## src/rtl/samPkg.sv

```systemverilog
package samPkg;

  // Partial-product bit of the signed array: the sign row and sign column
  // are inverted, except where they cross.
  function automatic logic ppBit(input logic aBit, input logic bBit,
                                 input int col, input int row, input int w);
    logic flip;
    flip = ((col == w - 1) != (row == w - 1));
    return (aBit & bBit) ^ flip;
  endfunction

  function automatic logic faSum(input logic x, input logic y, input logic z);
    return x ^ y ^ z;
  endfunction

  function automatic logic faCarry(input logic x, input logic y, input logic z);
    return (x & y) | (x & z) | (y & z);
  endfunction

endpackage

```

## src/rtl/samControl.sv

```systemverilog
module samControl #(
  parameter int LATENCY = 17
) (
  input  logic               clk,
  input  logic               rst,
  input  logic               inValid,
  output logic [LATENCY-1:0] stageLoad,
  output logic               outValid
);

  logic [LATENCY-1:0] vld;

  always_ff @(posedge clk) begin
    if (rst) vld <= '0;
    else     vld <= {vld[LATENCY-2:0], inValid};
  end

  // Stage s captures when the token in front of it is valid; nothing moves in reset.
  assign stageLoad = rst ? '0 : {vld[LATENCY-2:0], inValid};
  assign outValid  = vld[LATENCY-1];

  // a token enters the pipeline exactly when inValid was sampled high
  assert_token_entry_R2: assert property (@(posedge clk) disable iff (rst)
    !$past(rst) |-> (vld[0] == $past(inValid)));

  // the output flag is the token one stage earlier, delayed one edge
  assert_token_exit_R2: assert property (@(posedge clk) disable iff (rst)
    !$past(rst) |-> (outValid == $past(vld[LATENCY-2])));

  // an edge taken in reset leaves no result flagged
  assert_reset_clears_R5: assert property (@(posedge clk)
    $past(rst) |-> !outValid);

endmodule

```

## src/rtl/samDatapath.sv

```systemverilog
module samDatapath #(
  parameter int WIDTH   = 8,
  parameter int LATENCY = 17
) (
  input  logic                 clk,
  input  logic                 rst,
  input  logic [LATENCY-1:0]   stageLoad,
  input  logic [WIDTH-1:0]     opA,
  input  logic [WIDTH-1:0]     opB,
  output logic [2*WIDTH-1:0]   product
);
  import samPkg::*;

  localparam int PW   = 2 * WIDTH;
  localparam int CORE = 2 * WIDTH + 1;   // input level + one per row + one per result bit
  localparam int PAD  = LATENCY - CORE;
  localparam logic [WIDTH-1:0] ONE = {{(WIDTH-1){1'b0}}, 1'b1};

  // Operand copies travelling with their rows
  logic [WIDTH-1:0] aR [WIDTH];
  logic [WIDTH-1:0] bR [WIDTH];

  // Carry-save array: sum, carry and settled low product bits after each row
  logic [WIDTH-1:0] sR  [WIDTH];
  logic [WIDTH-1:0] cR  [WIDTH];
  logic [WIDTH-1:0] lR  [WIDTH];
  logic [WIDTH-1:0] sNx [WIDTH];
  logic [WIDTH-1:0] cNx [WIDTH];
  logic [WIDTH-1:0] lNx [WIDTH];

  // Bit-serial carry-propagate stages
  logic [WIDTH-1:0] psR  [WIDTH];
  logic [WIDTH-1:0] pcR  [WIDTH];
  logic [WIDTH-1:0] hiR  [WIDTH];
  logic [WIDTH-1:0] loR  [WIDTH];
  logic             cyR  [WIDTH];
  logic [WIDTH-1:0] psNx [WIDTH];
  logic [WIDTH-1:0] pcNx [WIDTH];
  logic [WIDTH-1:0] hiNx [WIDTH];
  logic [WIDTH-1:0] loNx [WIDTH];
  logic             cyNx [WIDTH];

  logic [PW-1:0] coreProd;

  // One row of full adders: returns {carries, sums}
  function automatic logic [PW-1:0] csaRow(input logic [WIDTH-1:0] a, input logic bj,
                                           input logic [WIDTH-1:0] s, input logic [WIDTH-1:0] c,
                                           input int row);
    logic [WIDTH-1:0] sumV;
    logic [WIDTH-1:0] carV;
    for (int i = 0; i < WIDTH; i++) begin
      logic pp;
      pp      = ppBit(a[i], bj, i, row, WIDTH);
      sumV[i] = faSum(s[i], c[i], pp);
      carV[i] = faCarry(s[i], c[i], pp);
    end
    return {carV, sumV};
  endfunction

  for (genvar j = 0; j < WIDTH; j++) begin : gRow
    logic [WIDTH-1:0] sIn;
    logic [WIDTH-1:0] cIn;
    logic [WIDTH-1:0] lIn;
    logic [PW-1:0]    step;
    if (j == 0) begin : gFirst
      assign sIn = '0;
      assign cIn = '0;
      assign lIn = '0;
    end else begin : gNext
      assign sIn = sR[j-1];
      assign cIn = cR[j-1];
      assign lIn = lR[j-1];
    end
    assign step = csaRow(aR[j], bR[j][j], sIn, cIn, j);
    // The free top sum slot carries the constant ones at weights WIDTH and 2*WIDTH-1
    assign sNx[j] = {((j == 0) || (j == WIDTH - 1)) ? 1'b1 : 1'b0, step[WIDTH-1:1]};
    assign cNx[j] = step[PW-1:WIDTH];
    assign lNx[j] = lIn | ((step[0] ? ONE : '0) << j);
  end

  for (genvar k = 0; k < WIDTH; k++) begin : gAdd
    logic [WIDTH-1:0] psIn;
    logic [WIDTH-1:0] pcIn;
    logic [WIDTH-1:0] hiIn;
    logic [WIDTH-1:0] loIn;
    logic             cyIn;
    logic             bitK;
    if (k == 0) begin : gFirst
      assign psIn = sR[WIDTH-1];
      assign pcIn = cR[WIDTH-1];
      assign hiIn = '0;
      assign loIn = lR[WIDTH-1];
      assign cyIn = 1'b0;
    end else begin : gNext
      assign psIn = psR[k-1];
      assign pcIn = pcR[k-1];
      assign hiIn = hiR[k-1];
      assign loIn = loR[k-1];
      assign cyIn = cyR[k-1];
    end
    assign bitK     = faSum(psIn[k], pcIn[k], cyIn);
    assign cyNx[k]  = faCarry(psIn[k], pcIn[k], cyIn);
    assign psNx[k]  = psIn;
    assign pcNx[k]  = pcIn;
    assign loNx[k]  = loIn;
    assign hiNx[k]  = hiIn | ((bitK ? ONE : '0) << k);
  end

  always_ff @(posedge clk) begin
    if (stageLoad[0]) begin
      aR[0] <= opA;
      bR[0] <= opB;
    end
    for (int j = 1; j < WIDTH; j++) begin
      if (stageLoad[j]) begin
        aR[j] <= aR[j-1];
        bR[j] <= bR[j-1];
      end
    end
    for (int j = 0; j < WIDTH; j++) begin
      if (stageLoad[j+1]) begin
        sR[j] <= sNx[j];
        cR[j] <= cNx[j];
        lR[j] <= lNx[j];
      end
    end
    for (int k = 0; k < WIDTH; k++) begin
      if (stageLoad[WIDTH+1+k]) begin
        psR[k] <= psNx[k];
        pcR[k] <= pcNx[k];
        hiR[k] <= hiNx[k];
        loR[k] <= loNx[k];
        cyR[k] <= cyNx[k];
      end
    end
  end

  assign coreProd = {hiR[WIDTH-1], loR[WIDTH-1]};

  if (PAD > 0) begin : gPad
    logic [PW-1:0] padR [PAD];
    always_ff @(posedge clk) begin
      if (stageLoad[CORE]) padR[0] <= coreProd;
      for (int p = 1; p < PAD; p++) begin
        if (stageLoad[CORE+p]) padR[p] <= padR[p-1];
      end
    end
    assign product = padR[PAD-1];
  end else begin : gNoPad
    assign product = coreProd;
  end

  // the least significant product bit leaves the first row as a0 AND b0
  assert_first_bit_R1: assert property (@(posedge clk) disable iff (rst)
    stageLoad[1] |=> (lR[0][0] == $past(aR[0][0] & bR[0][0])));

  // without a load into the last level the product does not move
  assert_product_hold_R7: assert property (@(posedge clk) disable iff (rst)
    !stageLoad[LATENCY-1] |=> $stable(product));

endmodule

```

## src/rtl/signedArrayMult.sv

```systemverilog
module signedArrayMult #(
  parameter int WIDTH   = 8,
  parameter int LATENCY = 17
) (
  input  logic               clk,
  input  logic               rst,
  input  logic               inValid,
  input  logic [WIDTH-1:0]   opA,
  input  logic [WIDTH-1:0]   opB,
  output logic               outValid,
  output logic [2*WIDTH-1:0] product
);

  logic [LATENCY-1:0] stageLoad;

  samControl #(.LATENCY(LATENCY)) u_ctrl (
    .clk       (clk),
    .rst       (rst),
    .inValid   (inValid),
    .stageLoad (stageLoad),
    .outValid  (outValid)
  );

  samDatapath #(.WIDTH(WIDTH), .LATENCY(LATENCY)) u_path (
    .clk       (clk),
    .rst       (rst),
    .stageLoad (stageLoad),
    .opA       (opA),
    .opB       (opB),
    .product   (product)
  );

  // a flagged result is always a defined value
  assert_known_product_R1: assert property (@(posedge clk) disable iff (rst)
    outValid |-> !$isunknown(product));

endmodule

```

## config.mk

```make
export PLATFORM = sky130hd
export DESIGN_NAME = signedArrayMult
export DESIGN_NICKNAME = d
export VERILOG_FILES = /design/src/rtl/samPkg.sv /design/src/rtl/samControl.sv /design/src/rtl/samDatapath.sv /design/src/rtl/signedArrayMult.sv
export SDC_FILE = /design/constraint.sdc
export NUM_CORES = 1
export LEC_CHECK = 0
export ABC_AREA = 1
export BUFFER_PORTS_ARGS = -buffer_cell sky130_fd_sc_hd__buf_2
export CORE_ASPECT_RATIO = 0.8
export CORE_MARGIN = 2
export CORE_UTILIZATION = 60
export CTS_CLUSTER_DIAMETER = 100
export DETAILED_ROUTE_END_ITERATION = 8
export GPL_ROUTABILITY_DRIVEN = 0
export GPL_TIMING_DRIVEN = 0
export PLACE_DENSITY = 0.85
export SLEW_MARGIN = 10
export SYNTH_ARGS = -nofsm -noshare
export SYNTH_HDL_FRONTEND = slang
export SYNTH_SLANG_ARGS = --single-unit
```

## constraint.sdc

```tcl
create_clock -name clk -period 3.4 [get_ports clk]
set_input_delay 0.51 -clock clk [delete_from_list [all_inputs] [get_ports clk]]
set_output_delay 0.51 -clock clk [all_outputs]
set_load 0.01 [all_outputs]
```

==> key figures <==
Routing
  – Residual DRC: 0
  – Detailed Routing Iterations Pass 1: 4
  – Detail Route Antenna Nets: 0
  – DR iter-0 viols: 250
  – Via count: 5,672
  – Avg Vias per Cell: 4.70
  – Final WL: 17,400 µm
  – DR WL/cell: 14.4 µm

Power and ir drop
  – Clk network pwr share: 0.395
  – Flop pwr share: 0.597
  – Psw: 1.73 mW
  – P per Cell Area: 573 mW/mm²
  – Comb pwr share: 0.008
  – Internal power: 7.77 mW
  – Sw Share: 0.182
  – Max VDD drop: 0.485 mV
  – Leak Pwr: 6.29 nW

Clocking
  – Clock sinks: 421
  – Worst-path clk slew: 0.06 ns
  – CTS Root Cell: clkbuf_16
  – Num CTS Buffers: 37
  – CTS Hold Buffers Added: 0
  – Clock Path Buffers: 3
  – CTS resizes: 0
  – Total setup buffers inserted after CTS: 0
  – CTS tree: yes
  – Htree depth: 2
  – Worst skew pair latency: 0.51 ns

Worst setup path
  – Crit. End Element: output port
  – Arrival time worst endpoint: 1.03 ns
  – Largest stage delay, worst path: 0.38 ns
  – Crit path kind: reg -> out
  – CP max FO: 1
  – Critical Path Start Type: flop
  – Data required, critical path: 2.89 ns
  – CP max stage cell: edfxtp_1
  – Critical path buffer and inverter count: 1
  – Cell family with the largest share of critical-path delay: flip-flops
  – CP cell instances: buf_2

Floorplan
  – I/O Pins: 36
  – Die height: 144 µm
  – Core area: 0.0242 mm²
  – Die Wd: 179 µm
  – Num rows: 51
  – Initial Util: 0.609
  – Die area: 0.0259 mm²

Final layout
  – Register area: 0.0125 mm²
  – Multi-input logic area: 0.00152 mm²
  – Commonest non-fill, non-tap cells in the layout: edfxtp_1 (404), inv_1 (210), nand2_1 (67)
  – Synth-to-Final Area Change: 12.1%
  – # diodes: 0
  – Fillers: 1,486
  – Layout cells sized above 1: 0.126
  – Nets: 947
  – Commonest non-fill, non-tap cell in the layout: edfxtp_1

Logic synthesis
  – Net Count, Synth: 868
  – Distinct cell type count after synthesis: 10
  – FF+latch count, synth: 421
  – Cell type with the largest total area after synthesis: edfxtp_1
  – Avg Inst Size Synth: 18.8 µm²
  – Post-synthesis sequential area ratio: 0.844
  – Area share of the largest cell type after synthesis: 0.821
  – Post-synthesis cell count: 787
  – Synth area leaders: edfxtp_1 (82%), fa_1 (6.5%), inv_1 (5.3%)
  – Syn Std Cell Area: 0.0148 mm²
  – Synthesis Warnings: 0

Timing
  – WHS: 0.172 ns
  – RSZ-0062 raised after global routing: no
  – Max_slew headroom: 0.402
  – Fmax: 650 MHz
  – Final Max Tran Viols: 0
  – Fin. Hold Viols: 0
  – Final setup viols: 0
  – Clock Skews: 0.0108 ns
  – Final worst path period need: 1.54 ns
  – Final setup TNS: 0 ns
  – Worst-margin pin slew: 0.896 ns
  – Period utilization: 0.453

Global routing
  – GR Overflow Total: 0
  – Total track usage: 0.145
  – First-pass GRT wire length: 29,100 µm
  – Largest net degree at the start of global routing: 33
  – Via count of the first global-routing pass: 6,265
  – Initial antenna violation count: 0

Run status
  – Status: complete, no violations

Placed design
  – Dpl hpwl: 11,300 µm
  – Port Buf Inserts: 34

Hold path
  – Hold Path Class: in -> reg

Flow run
  – Max-Cap Viols: 0
==> sequential cells by signal (all words and copies together) (netlist names) <==
register and cells:
u_path.sR 56, u_path.cR 56, u_path.psR 21, u_ctrl.vld 17, u_path.pcR 28, u_path.lR 36
u_path.cyR 7, u_path.bR 36, u_path.aR 64, u_path.hiR 36, u_path.loR 64
==> cell usage after synthesis <==
master / number
buf_2: 8
buf_6: 1
buf_8: 1
dfxtp_1: 17
edfxtp_1: 404
fa_1: 48
ha_1: 14
inv_1: 210
nand2_1: 67
nor2_1: 17
==> cell families after synthesis <==
| kind of cell | synth area share |
|---|---|
| fa+ha+maj | 0.0769 |
| flops | 0.844 |
| simple gates | 0.0213 |
| buf+inv | 0.0578 |
==> path summary, 6_finish.rpt <==
| path | start | endpoint | slack [ns] | depth (start not counted) |
|---|---|---|---|---|
| setup / recovery | u_path.loR[1][27] | product[3] | 1.86 | 1 |
| hold / removal | opA[5] | u_path.aR[0][5] | 0.17 | 1 |
| setup reg to reg | u_path.bR[0][18] | u_path.sR[0][20] | 1.88 | 4 |
| hold reg to reg | u_path.loR[0][29] | u_path.loR[1][5] | 0.41 | 0 |
==> power groups by stage <==
stage / Combinational [mW] / Clock (mW) / Sequential (mW)
after floorplan: 0.0443 / 0 / 5.78
after global placement: 0.0637 / 0 / 5.78
after detailed placement: 0.0770 / 0 / 5.78
after CTS: 0.0790 / 3.86 / 5.67
after global routing: 0.0887 / 4.06 / 5.67
final: 0.0768 / 3.75 / 5.67
==> final cells by class <==
cell class	count	share of cell area
buffer	10	0.00400
clock buffer	50	0.0588
clock inverter	13	0.00536
inverter	210	0.0476
multi-input combinational	146	0.0920
sequential	421	0.753
tap	318	0.0240
timing repair buffer	40	0.0157
==> metrics by stage <==
step	instance area, µm²	util	instances	power (mW)	worst slack, ns
after floorplan	14800	-	787	5.82	0.880
after global placement	15300	0.633	1139	5.84	0.455
after detailed placement	15500	0.639	1145	5.86	1.21
after CTS	16600	0.683	1208	9.61	1.58
after global routing	16600	0.683	1208	9.82	1.79
final	16600	0.683	1208	9.50	1.86
==> metal layers <==
metal,global-route usage,vias up,part of all wire
li1,-,2758,-
met1,0.138,2768,0.34
met2,0.298,100,0.58
met3,0.0345,46,0.041
met4,0.0582,0,0.032
met5,0,-,0
(Power assumes the default switching activity.)
